$ cat src/rtl/clk_probe_pkg.sv
// Package: shared field positions, masks and code maps for the clock probe.
// Assumes 4-bit select and key fields inside a 32-bit control word.
package clk_probe_pkg;
    localparam int SEL_W      = 4;
    localparam int NUM_CODES  = 1 << SEL_W;
    localparam int WORD_W     = 32;

    localparam int CSEL_LSB   = 0;
    localparam int SSEL_LSB   = 8;
    localparam int KEY_LSB    = 16;

    localparam logic [SEL_W-1:0]  KEY_ARM    = 4'h5;
    localparam logic [WORD_W-1:0] WORD_RESET = 32'h000A_0000;
    localparam logic [WORD_W-1:0] WORD_MASK  = 32'h070F_0F0F;

    // Bit N set when clock select code N has a source behind it.
    localparam logic [NUM_CODES-1:0] CLK_CODES = 16'b0000_0011_1111_1011;
    // Bit N set when status select code N has a valid flag behind it.
    localparam logic [NUM_CODES-1:0] STS_CODES = 16'b0000_0001_0110_0011;
endpackage

$ cat src/rtl/clk_probe_ctrl.sv
// Control word register for the clock probe.
// Holds only the writable fields and reads reserved bits back as zero.
// Assumes writes are single-cycle strobes. Only privileged writes take effect.
module clk_probe_ctrl
    import clk_probe_pkg::*;
(
    input  logic              clk,
    input  logic              rst_n,
    input  logic              wr,
    input  logic              priv,
    input  logic [WORD_W-1:0] wdata,
    output logic [WORD_W-1:0] word,
    output logic              test_on
);
    logic [WORD_W-1:0] word_q;

    // Load the masked write data on a privileged write.
    always_ff @(posedge clk) begin
        if (!rst_n)
            word_q <= WORD_RESET;
        else if (wr && priv)
            word_q <= wdata & WORD_MASK;
    end

    // Decode the arming key.
    always_comb begin
        test_on = (word_q[KEY_LSB +: SEL_W] == KEY_ARM);
    end

    assign word = word_q;

    a_r2_priv_write: assert property (@(posedge clk) disable iff (!rst_n)
        (wr && priv) |=> (word == ($past(wdata) & WORD_MASK)));
    a_r3_unpriv_hold: assert property (@(posedge clk) disable iff (!rst_n)
        (wr && !priv) |=> $stable(word));
endmodule

$ cat src/rtl/clk_probe_sel.sv
// Code-indexed one-of-N selector for a probe pin.
// Codes whose CODE_MASK bit is clear are forced low.
// Assumes the select is stable while it is being used. No glitch control.
module clk_probe_sel #(
    parameter int SEL_W = 4,
    parameter int NUM   = 1 << SEL_W,
    parameter logic [NUM-1:0] CODE_MASK = '1
) (
    input  logic             clk,
    input  logic             rst_n,
    input  logic             en,
    input  logic [SEL_W-1:0] sel,
    input  logic [NUM-1:0]   src,
    output logic             pin
);
    logic [NUM-1:0] gated;

    // Mask off inputs at reserved codes.
    for (genvar i = 0; i < NUM; i++) begin : g_gate
        assign gated[i] = src[i] & CODE_MASK[i];
    end

    // Pick the selected source when enabled.
    always_comb begin
        pin = en & gated[sel];
    end

    a_r6_r8_reserved_low: assert property (@(posedge clk) disable iff (!rst_n)
        (!CODE_MASK[sel]) |-> !pin);
endmodule

$ cat src/rtl/clk_probe_mux.sv
// Top of the clock probe.
// Holds the control word and drives the clock and status probe pins from it.
// Assumes clk_src and src_valid are indexed by select code.
module clk_probe_mux
    import clk_probe_pkg::*;
(
    input  logic        clk,
    input  logic        rst_n,
    input  logic        bus_wr,
    input  logic        bus_priv,
    input  logic [31:0] bus_wdata,
    output logic [31:0] bus_rdata,
    input  logic [15:0] clk_src,
    input  logic [15:0] src_valid,
    output logic        clk_probe,
    output logic        sts_probe
);
    logic [WORD_W-1:0] word;
    logic              test_on;

    clk_probe_ctrl u_ctrl (
        .clk(clk), .rst_n(rst_n), .wr(bus_wr), .priv(bus_priv),
        .wdata(bus_wdata), .word(word), .test_on(test_on)
    );

    clk_probe_sel #(.SEL_W(SEL_W), .NUM(NUM_CODES), .CODE_MASK(CLK_CODES)) u_clk_sel (
        .clk(clk), .rst_n(rst_n), .en(test_on),
        .sel(word[CSEL_LSB +: SEL_W]), .src(clk_src), .pin(clk_probe)
    );

    clk_probe_sel #(.SEL_W(SEL_W), .NUM(NUM_CODES), .CODE_MASK(STS_CODES)) u_sts_sel (
        .clk(clk), .rst_n(rst_n), .en(test_on),
        .sel(word[SSEL_LSB +: SEL_W]), .src(src_valid), .pin(sts_probe)
    );

    assign bus_rdata = word;

    a_r4_disarmed_low: assert property (@(posedge clk) disable iff (!rst_n)
        (bus_rdata[19:16] != 4'h5) |-> (!clk_probe && !sts_probe));
endmodule

$ cat config.mk
export PLATFORM = sky130hd
export DESIGN_NAME = clk_probe_mux
export DESIGN_NICKNAME = d
export VERILOG_FILES = /design/src/rtl/clk_probe_pkg.sv /design/src/rtl/clk_probe_ctrl.sv /design/src/rtl/clk_probe_sel.sv /design/src/rtl/clk_probe_mux.sv
export SDC_FILE = /design/constraint.sdc
export NUM_CORES = 1
export LEC_CHECK = 0
export BUFFER_PORTS_ARGS = -buffer_cell sky130_fd_sc_hd__buf_4
export CORE_ASPECT_RATIO = 1.1
export CORE_MARGIN = 3
export CORE_UTILIZATION = 30
export CTS_BUF_LIST = sky130_fd_sc_hd__clkbuf_2 sky130_fd_sc_hd__clkbuf_4 sky130_fd_sc_hd__clkbuf_8
export CTS_CLUSTER_SIZE = 10
export DETAILED_ROUTE_END_ITERATION = 8
export HOLD_SLACK_MARGIN = 0.1
export PLACE_DENSITY = 0.76
export SYNTH_ARGS = -nofsm -noshare
export SYNTH_HDL_FRONTEND = slang
export SYNTH_HIERARCHICAL = 1
export SYNTH_SLANG_ARGS = --single-unit
$ cat constraint.sdc
create_clock -name clk -period 1.21 [get_ports clk]
set_input_delay 0.0605 -clock clk [delete_from_list [all_inputs] [get_ports clk]]
set_output_delay 0.0605 -clock clk [all_outputs]
set_load 0.02 [all_outputs]
==> results of run 1 <==
[power groups by stage]
stage / Sequential, mW / Combinational (mW) / Clock, mW
5_1_grt: 0.540 / 0.395 / 0.322
2_1_floorplan: 0.580 / 0.186 / 0
3_5_place_dp: 0.547 / 0.322 / 0
6_report: 0.536 / 0.367 / 0.280
3_3_place_gp: 0.546 / 0.314 / 0
4_1_cts: 0.536 / 0.367 / 0.294
[critical path: stages, from the launching register on]
cell and delay [ns]:
dfxtp_4 0.36, mux4_2 0.47, nor2b_1 0.14, o2111a_2 0.26, buf_6 0.13
[stage by stage]
step / setup slack [ns] / hold WS, ns / power (mW) / cells
6_report: -0.4733 / 0.1346 / 1.183 / 209
5_1_grt: -0.5553 / 0.1153 / 1.258 / 209
4_1_cts: -0.4884 / 0.1269 / 1.197 / 209
3_5_place_dp: -0.1854 / 0.2979 / 0.8688 / 188
3_3_place_gp: -0.1705 / 0.3024 / 0.8600 / 188
2_1_floorplan: -0.1644 / 0.1933 / 0.7664 / 121
[routing by layer]
layer  global-route usage  routed length [um]
met1               0.1329                 940
met2               0.2597                1396
met3              0.02828                 252
met4              0.05099                  12
met5                    0                   0
[synthesized netlist by cell type (2+ instances only)]
library cell	n
o21ai_2	8
o211ai_2	2
buf_4	21
nand3_1	3
nand4_1	13
inv_1	3
o21ai_0	4
dfxtp_1	15
mux2i_1	2
nor2b_1	2
o21ai_1	3
nand2_1	14
[cell usage in the layout, fill, tap and decap left out, drive strengths merged]
master	count
and2	1
nand4	13
and4b	1
conb	17
mux2i	2
nand2b	1
nand2	14
dfxtp	15
buf	58
clkbuf	3
a32o	1
nand3b	1
mux4	1
mux2	1
nor2b	2
a21o	1
inv	3
o2111ai	1
dlygate4sd3	16
o2111a	1
and4	1
o21ai	15
clkinv	1
nor2	1
o211ai	2
nand3	3
[timing repair]
action | in CTS | in global routing
buffers inserted | 1 | 0
endpoints found under the hold margin | 15 | 0
hold buffers | 16 | 0
resized for setup | 4 | 0
endpoints found under the setup margin | 2 | 2
pin swaps | 2 | 1
[worst paths after layout]
path                                      from                      endpoint  slack (ns)  cells after the start
hold / removal                        bus_priv   u_ctrl/word[0]$_SDFFE_PN0P_        0.13                      3
setup reg to reg  u_ctrl/word[19]$_SDFFE_PN1P_  u_ctrl/word[19]$_SDFFE_PN1P_        0.38                      4
hold reg to reg   u_ctrl/word[24]$_SDFFE_PN0P_  u_ctrl/word[24]$_SDFFE_PN0P_        0.47                      2
setup / recovery   u_ctrl/word[0]$_SDFFE_PN0P_                     clk_probe       -0.47                      4
[cell type report]
cell class	count	share of cell area
multi-input cells	80	0.3333
repair buffers	74	0.4037
clock buffers	3	0.01508
flip-flops and latches	15	0.2094
clock inverters	1	0.003350
inverters	3	0.007538
well taps	33	0.02764
[kinds of logic after synthesis]
logic type	Yosys count	share of synthesized area
AND/OR/NAND/NOR	38	0.2240
buffers and inverters	26	0.2092
AO/OA/AOI/OAI	21	0.1808
flip-flops	15	0.3239
multiplexers	4	0.05803
other	1	0.004045
==> run summary, run 1 <==
Status -> finished, violations left
Failing checks -> negative setup slack
Fin crit share -> 1.391
Type of origin of the critical path -> flip-flop
Syn Inst Count -> 105
DRT iter0 DRCs -> 32
Syn_area_per_cell -> 8.830 um2
MaxCap Viol Count -> 0
Fmax -> 594.1 MHz
CTS sink cnt -> 15
Asr flop ratio synth -> 0
Core region area -> 2853 um2
Logic pwr share -> 0.310
Sequential cell area -> 312.8 um2
Warnings from Yosys -> 6
Initial Util -> 0.3250
Ys flop type -> dfxtp_1
Max IR drop VDD -> 0.4608 mV
Drt first pass iters -> 4
Max Transition Viols Final -> 0
RSZ-0062 raised after global routing -> yes
# IOs -> 102
Crit end category -> primary output
Antenna viol nets, final -> 0
CP Data Required Time -> 1.15 ns
Crit path DAT -> 1.62 ns
Sequential share of the synthesized area -> 0.3239
Reg clk slew, reported paths -> 0.09 ns
Die ar. -> 3794 um2
Port Buf Inserts -> 49
Clock skew -> 0 ns
Hold/Removal Path Class -> input port to flip-flop
FILL cells -> 292
Die Span Y -> 64.31 um
Fin nets -> 245
Sw Share -> 0.3056
Crit path max fanout -> 2
Clock power share -> 0.237
Sequential power share -> 0.453
Synth Cell Area -> 927.1 um2
Routed WL -> 2600 um
H-tree Lvls -> 1
Area Overhead vs Synth -> 61.13%
Vias in the first global route -> 880
Cell Int Power -> 0.8215 mW
DR WL/cell -> 12.44 um
Critical path class -> flip-flop to primary output
Routed vias/inst -> 4.612
Total number of vias -> 964
Final Cell Area -> 1494 um2
Synth unique cells -> 27
Top cells by area, synth -> dfxtp_1 32%, buf_4 17%, nand4_1 8.8%, o21ai_2 7.6%, nand2_1 5.7%
Endpoints failing setup -> 2
GPL Wtd Cong -> 0.7332
Num CTS Buffers -> 3
First-pass GRT wire length -> 3891 um
Final TNS setup -> -0.8534 ns
TritonCTS clock tree -> yes
Top cell type by total area after synthesis -> dfxtp_1
Ant diodes -> 0
Worst setup margin -> -0.4733 ns
LEAKAGE -> 0.6987 nW
GRT Total Usage -> 0.1340
Clk root buf -> clkbuf_4
Number of flip-flops in the largest register -> 15
NetSw -> 0.3616 mW
Largest net degree at the start of global routing -> 29
Drt drc -> 0
# rows -> 20
GRT Residual Overflow -> 0
FF+latch count, synth -> 15
Die W -> 59.01 um
Multi-input logic area -> 498.0 um2
Top cell type's share of synthesized area -> 0.3239
Max clock buf depth -> 2
Fraction of layout cells with a size suffix above 1 -> 0.4773
Post-DP HPWL -> 1890 um
Fin crit period -> 1.683 ns
Final hold violation count -> 0
Clk Latency, worst-skew pair -> 0.27 ns
Power Density -> 792.0 nW/um2
Post-synth EDFFs -> 0
Final Util -> 0.5237
Placement Cell Area -> 1289 um2
Initial antenna violation count -> 0
Power figures use the tool's default switching activity.
==> run 2: changes to the inputs <==
--- a/config.mk
+++ b/config.mk
@@ -12,9 +12,9 @@
 export CTS_BUF_LIST = sky130_fd_sc_hd__clkbuf_2 sky130_fd_sc_hd__clkbuf_4 sky130_fd_sc_hd__clkbuf_8
 export CTS_CLUSTER_SIZE = 10
 export DETAILED_ROUTE_END_ITERATION = 8
+export GPL_TIMING_DRIVEN = 0
 export HOLD_SLACK_MARGIN = 0.1
-export PLACE_DENSITY = 0.76
+export PLACE_DENSITY = 0.78
 export SYNTH_ARGS = -nofsm -noshare
 export SYNTH_HDL_FRONTEND = slang
-export SYNTH_HIERARCHICAL = 1
 export SYNTH_SLANG_ARGS = --single-unit
==> run summary, run 2 <==
Status -> finished, violations left
Failing checks -> negative setup slack
Top cell type by total area after synthesis -> dfxtp_1
GRT Residual Overflow -> 0
Largest net degree at the start of global routing -> 11
Ant diodes -> 0
Asr flop ratio synth -> 0
R2R Setup Slk -> 0.45 ns
Synth unique cells -> 22
Power Total -> 1.249 mW
Final TNS setup -> -0.5919 ns
TritonCTS clock tree -> yes
Top cell type's share of synthesized area -> 0.3529
Biggest cell delay along the critical path -> 0.51 ns
Power Density -> 783.9 nW/um2
Die Span Y -> 61.86 um
Area Overhead vs Synth -> 87.35%
Post-DP HPWL -> 1836 um
Vias in the first global route -> 975
# IOs -> 102
Die W -> 56.78 um
Clock power share -> 0.254
Top cells by area, synth -> dfxtp_1 35%, buf_4 15%, nand2_1 15%, a21boi_0 12%, mux2i_1 5.9%
Fin nets -> 265
Routed vias/inst -> 4.304
Logic pwr share -> 0.311
Die ar. -> 3512 um2
Core region area -> 2591 um2
Register-to-Register Path Depth -> 2
Final Cell Area -> 1594 um2
Initial Util -> 0.3283
Sequential share of the synthesized area -> 0.3529
Sequential power share -> 0.435
Worst setup margin -> -0.3751 ns
Number of flip-flops in the largest register -> 15
Fraction of layout cells with a size suffix above 1 -> 0.4490
Drt drc -> 0
Number of stages on the worst setup path -> 4
Max Transition Viols Final -> 0
Cell Int Power -> 0.8858 mW
Hold/Removal Path Class -> input port to flip-flop
Total number of vias -> 977
Fin crit share -> 1.310
Clk root buf -> clkbuf_4
Crit end category -> primary output
GPL Wtd Cong -> 0.8141
Antenna viol nets, final -> 0
Synth Cell Area -> 850.8 um2
CTS sink cnt -> 15
Endpoints failing setup -> 2
WP buf/inv -> 1
First-pass GRT wire length -> 4209 um
Sw Share -> 0.2911
# rows -> 19
Most numerous cell in the Yosys netlist -> nand2_1
Fin crit period -> 1.585 ns
FILL cells -> 225
Crit path max fanout -> 2
H-tree Lvls -> 1
Routed WL -> 2701 um
Fmax -> 630.9 MHz
Multi-input logic area -> 488.0 um2
RR Startpoint -> u_ctrl.word[1]$_SDFFE_PN0P_
Num CTS Buffers -> 3
LEAKAGE -> 0.7719 nW
Sequential cell area -> 314.1 um2
Critical path class -> flip-flop to primary output
RSZ-0062 raised after global routing -> yes
Max clock buf depth -> 2
MaxCap Viol Count -> 0
Syn Inst Count -> 107
Port Buf Inserts -> 49
CP cell instances -> or4b_4 -> a21oi_2 -> o31a_2 -> buf_6
Max IR drop VDD -> 0.7482 mV
Initial antenna violation count -> 0
Placement Cell Area -> 1326 um2
Slowest library cell on the worst path -> or4b_4
DR WL/cell -> 11.90 um
Type of origin of the critical path -> flip-flop
Commonest non-fill, non-tap cells in the layout -> 68 x buf_4, 32 x nand2_1, 17 x conb_1, 17 x dlygate4sd3_1, 12 x a21boi_0
DRT iter0 DRCs -> 20
Post-synth EDFFs -> 0
GRT Total Usage -> 0.1525
Ys flop type -> dfxtp_1
FF+latch count, synth -> 15
Commonest non-fill, non-tap cell in the layout -> buf_4
Reg clk slew, reported paths -> 0.09 ns
Final hold violation count -> 0
Worst setup path end -> sts_probe
Warnings from Yosys -> 0
NetSw -> 0.3637 mW
Critical Path Start -> u_ctrl.word[8]$_SDFFE_PN0P_
Clock skew -> 0 ns
Clk Latency, worst-skew pair -> 0.28 ns
Drt first pass iters -> 4
Post-synth top cells -> 33 x nand2_1, 17 x buf_4, 15 x dfxtp_1
Syn_area_per_cell -> 7.952 um2
Crit path DAT -> 1.52 ns
RR Endpoint -> u_ctrl.word[1]$_SDFFE_PN0P_
CP delay by family, top -> simple AND/OR/NAND/NOR gates
CP Data Required Time -> 1.15 ns
==> run 2: cell count changes after synthesis, moves of 4 or more <==
| cell | change |
|---|---|
| nand2_1 | +19 |
| a21boi_0 | +14 |
| nand4_1 | -13 |
| o21ai_2 | -8 |
| buf_4 | -4 |
==> run 2: tightest hold or removal path: stages <==
cell and delay (ns):
buf_4 0.08, nand2_1 0.13, nand2_1 0.10, a21boi_1 0.05
==> run 2: timing repair <==
item                                   4_1_cts  5_1_grt
gates resized for setup                      4       10
hold buffers                                19        1
endpoints found under the hold margin       15        3
setup endpoints to repair                    2        5
buffers inserted                             2        2
gates cloned                                 0        0
pin swaps                                    2        2
==> run 2: metrics by stage <==
step | utilization | std cells | hold slack (ns) | setup slack [ns]
floorplan | - | 123 | 0.1848 | -0.04620
global placement | 0.5118 | 203 | 0.2705 | -0.09619
detailed placement | 0.5118 | 203 | 0.2770 | -0.09636
CTS | 0.6099 | 227 | 0.1783 | -0.4119
global route | 0.6152 | 227 | 0.2244 | -0.4179
finish | 0.6152 | 227 | 0.1826 | -0.3751
==> run 2: worst min-delay path by stage <==
stage	startpoint	endpoint	slack, ns	cells past startpoint
3_5_place_dp	bus_wdata[19]	u_ctrl.word[19]$_SDFFE_PN1P_	0.28	3
2_1_floorplan	bus_wdata[17]	u_ctrl.word[17]$_SDFFE_PN1P_	0.18	2
6_report	bus_wr	u_ctrl.word[25]$_SDFFE_PN0P_	0.18	4
3_3_place_gp	bus_wdata[17]	u_ctrl.word[17]$_SDFFE_PN1P_	0.27	3
4_1_cts	bus_priv	u_ctrl.word[16]$_SDFFE_PN0P_	0.18	4
5_1_grt	bus_wr	u_ctrl.word[16]$_SDFFE_PN0P_	0.22	4
==> run 2: kinds of logic (layout without fill, tap and decap cells) <==
family          count (synthesis)  count (layout)  share of synthesized area
compound gates                 20              20                     0.1765
buf+inv                        23              96                     0.1794
flops                          15              15                     0.3529
mux                             5               5                    0.05883
other cells                     1              17                   0.004408
simple gates                   43              43                     0.2279
==> run 2: final cells by class <==
class	count	share of cell area
inverter	1	0.002355
multi-input combinational	85	0.3061
buffer	21	0.09027
clock buffer	4	0.01884
sequential	15	0.1970
timing repair buffer	70	0.3611
tap	31	0.02433
==> run 2: power by group through the flow <==
stage                     Sequential, mW  Combinational, mW  Clock [mW]
final                              0.543              0.389       0.317
after floorplan                    0.577              0.160           0
after detailed placement           0.552              0.324           0
after CTS                          0.541              0.376       0.327
after global placement             0.551              0.317           0
after global routing               0.548              0.421       0.342
==> run 2: per-layer routing <==
| layer | wire [um] | vias to the layer above | global-route usage |
|---|---|---|---|
| met5 | 0 | - | 0 |
| met4 | 8 | 0 | 0.05960 |
| met3 | 189 | 2 | 0.03306 |
| met2 | 1481 | 39 | 0.3036 |
| met1 | 1022 | 436 | 0.1586 |
| li1 | - | 500 | - |
==> run 3: changes to the inputs <==
==> constraint.sdc (replaced) <==
create_clock -name clk -period 1.21 [get_ports clk]
set_input_delay 0.242 -clock clk [delete_from_list [all_inputs] [get_ports clk]]
set_output_delay 0.242 -clock clk [all_outputs]
set_load 0.02 [all_outputs]
==> run summary, run 3 (same netlist as run 2, synthesis figures left out) <==
Final hold violation count -> 0
Max Transition Viols Final -> 0
GRT Residual Overflow -> 0
Clock skew -> 0 ns
H-tree Lvls -> 1
Final TNS setup -> -0.9652 ns
Sequential power share -> 0.465
Reg clk slew, reported paths -> 0.08 ns
# rows -> 19
Post-DP HPWL -> 1860 um
Crit end category -> primary output
Number of flip-flops in the largest register -> 15
RSZ-0062 raised after global routing -> yes
DRT iter0 DRCs -> 17
Drt first pass iters -> 4
Die Span Y -> 61.86 um
Num CTS Buffers -> 3
LEAKAGE -> 0.6948 nW
Drt drc -> 0
Status -> finished, violations left
CP cell instances -> or4b_1 -> a21oi_1 -> o31a_2 -> buf_6
MaxCap Viol Count -> 0
Total number of vias -> 872
CP delay by family, top -> simple AND/OR/NAND/NOR gates
Crit path max fanout -> 2
Endpoints failing setup -> 2
DR WL/cell -> 11.13 um
Biggest cell delay along the critical path -> 0.50 ns
Fin crit period -> 1.770 ns
Fin nets -> 247
Slowest library cell on the worst path -> or4b_1
GPL Wtd Cong -> 0.8086
Commonest non-fill, non-tap cell in the layout -> buf_4
NetSw -> 0.3228 mW
CTS sink cnt -> 15
Routed WL -> 2327 um
Cell Int Power -> 0.8428 mW
Initial Util -> 0.3283
Die ar. -> 3512 um2
Routed vias/inst -> 4.172
Sw Share -> 0.2770
Fmax -> 565.0 MHz
Hold/Removal Path Class -> input port to flip-flop
Failing checks -> negative setup slack
Type of origin of the critical path -> flip-flop
Max clock buf depth -> 2
CP Data Required Time -> 0.97 ns
Clk Latency, worst-skew pair -> 0.27 ns
Crit path DAT -> 1.53 ns
Largest net degree at the start of global routing -> 11
First-pass GRT wire length -> 3795 um
Place WS -> -0.2838 ns
Max IR drop VDD -> 0.8222 mV
Port Buf Inserts -> 49
Vias in the first global route -> 844
# IOs -> 102
Critical path class -> flip-flop to primary output
Core region area -> 2591 um2
Worst setup margin -> -0.5600 ns
Fraction of layout cells with a size suffix above 1 -> 0.4663
Commonest non-fill, non-tap cells in the layout -> 66 x buf_4, 33 x nand2_1, 17 x conb_1
Antenna viol nets, final -> 0
Power Density -> 823.7 nW/um2
WP buf/inv -> 1
TritonCTS clock tree -> yes
Ant diodes -> 0
Initial antenna violation count -> 0
FILL cells -> 259
GRT Total Usage -> 0.1362
Fin crit share -> 1.463
Logic pwr share -> 0.287
Clk root buf -> clkbuf_4
Hold-fix buffers, CTS -> 0
Clock power share -> 0.248
Die W -> 56.78 um
Area Overhead vs Synth -> 66.32%
## run 3: tightest hold or removal path: stages
cell     delay, ns
buf_4         0.07
nand2_1       0.04
nand3_1       0.07
## run 3: what timing repair did
item,in CTS,in global routing
pin swaps,3,2
gates resized for setup,4,4
endpoints found under the setup margin,2,4
gates cloned,0,0
buffers inserted,3,0
## run 3: power by group through the flow
stage          Combinational (mW)  Sequential, mW  Clock [mW]
6_report                    0.334           0.542       0.290
4_1_cts                     0.331           0.541       0.306
5_1_grt                     0.365           0.548       0.334
3_5_place_dp                0.323           0.553           0
3_3_place_gp                0.318           0.550           0
2_1_floorplan               0.161           0.576           0
## run 3: path summary, 6_finish.rpt
check / start / to / slack, ns / cells past startpoint
max: u_ctrl.word[8]$_SDFFE_PN0P_ / sts_probe / -0.56 / 4
min reg2reg: u_ctrl.word[25]$_SDFFE_PN0P_ / u_ctrl.word[25]$_SDFFE_PN0P_ / 0.48 / 2
max reg2reg: u_ctrl.word[0]$_SDFFE_PN0P_ / u_ctrl.word[0]$_SDFFE_PN0P_ / 0.42 / 3
min: bus_wdata[19] / u_ctrl.word[19]$_SDFFE_PN1P_ / 0.18 / 3
## run 3: final cells by class
type | instances | area [um2] | share of cell area
inverters | 1 | 3.754 | 0.002653
well taps | 31 | 38.79 | 0.02741
repair buffers | 52 | 401.6 | 0.2838
clock buffers | 4 | 30.03 | 0.02122
plain buffers | 21 | 143.9 | 0.1017
flip-flops and latches | 15 | 312.8 | 0.2210
multi-input cells | 85 | 484.2 | 0.3422
## run 3: per-layer routing
metal  global-route usage  wire [um]  vias up  share of wire
met4              0.03974         12        0         0.0052
met1               0.1539        950      363           0.41
li1                     -          -      464              -
met2               0.2442       1088       43           0.47
met3              0.05165        276        2           0.12
met5                    0          0        -              0
## run 3: metrics by stage
stage	power (mW)	hold slack [ns]	util	std cells	instance area (um2)
global route	1.246	0.1997	0.5461	209	1415
finish	1.166	0.1850	0.5461	209	1415
CTS	1.177	0.1762	0.5408	209	1401
detailed placement	0.8758	0.4593	0.5147	203	1334
global placement	0.8681	0.4524	0.5147	203	1334
floorplan	0.7375	0.3663	-	123	927.1
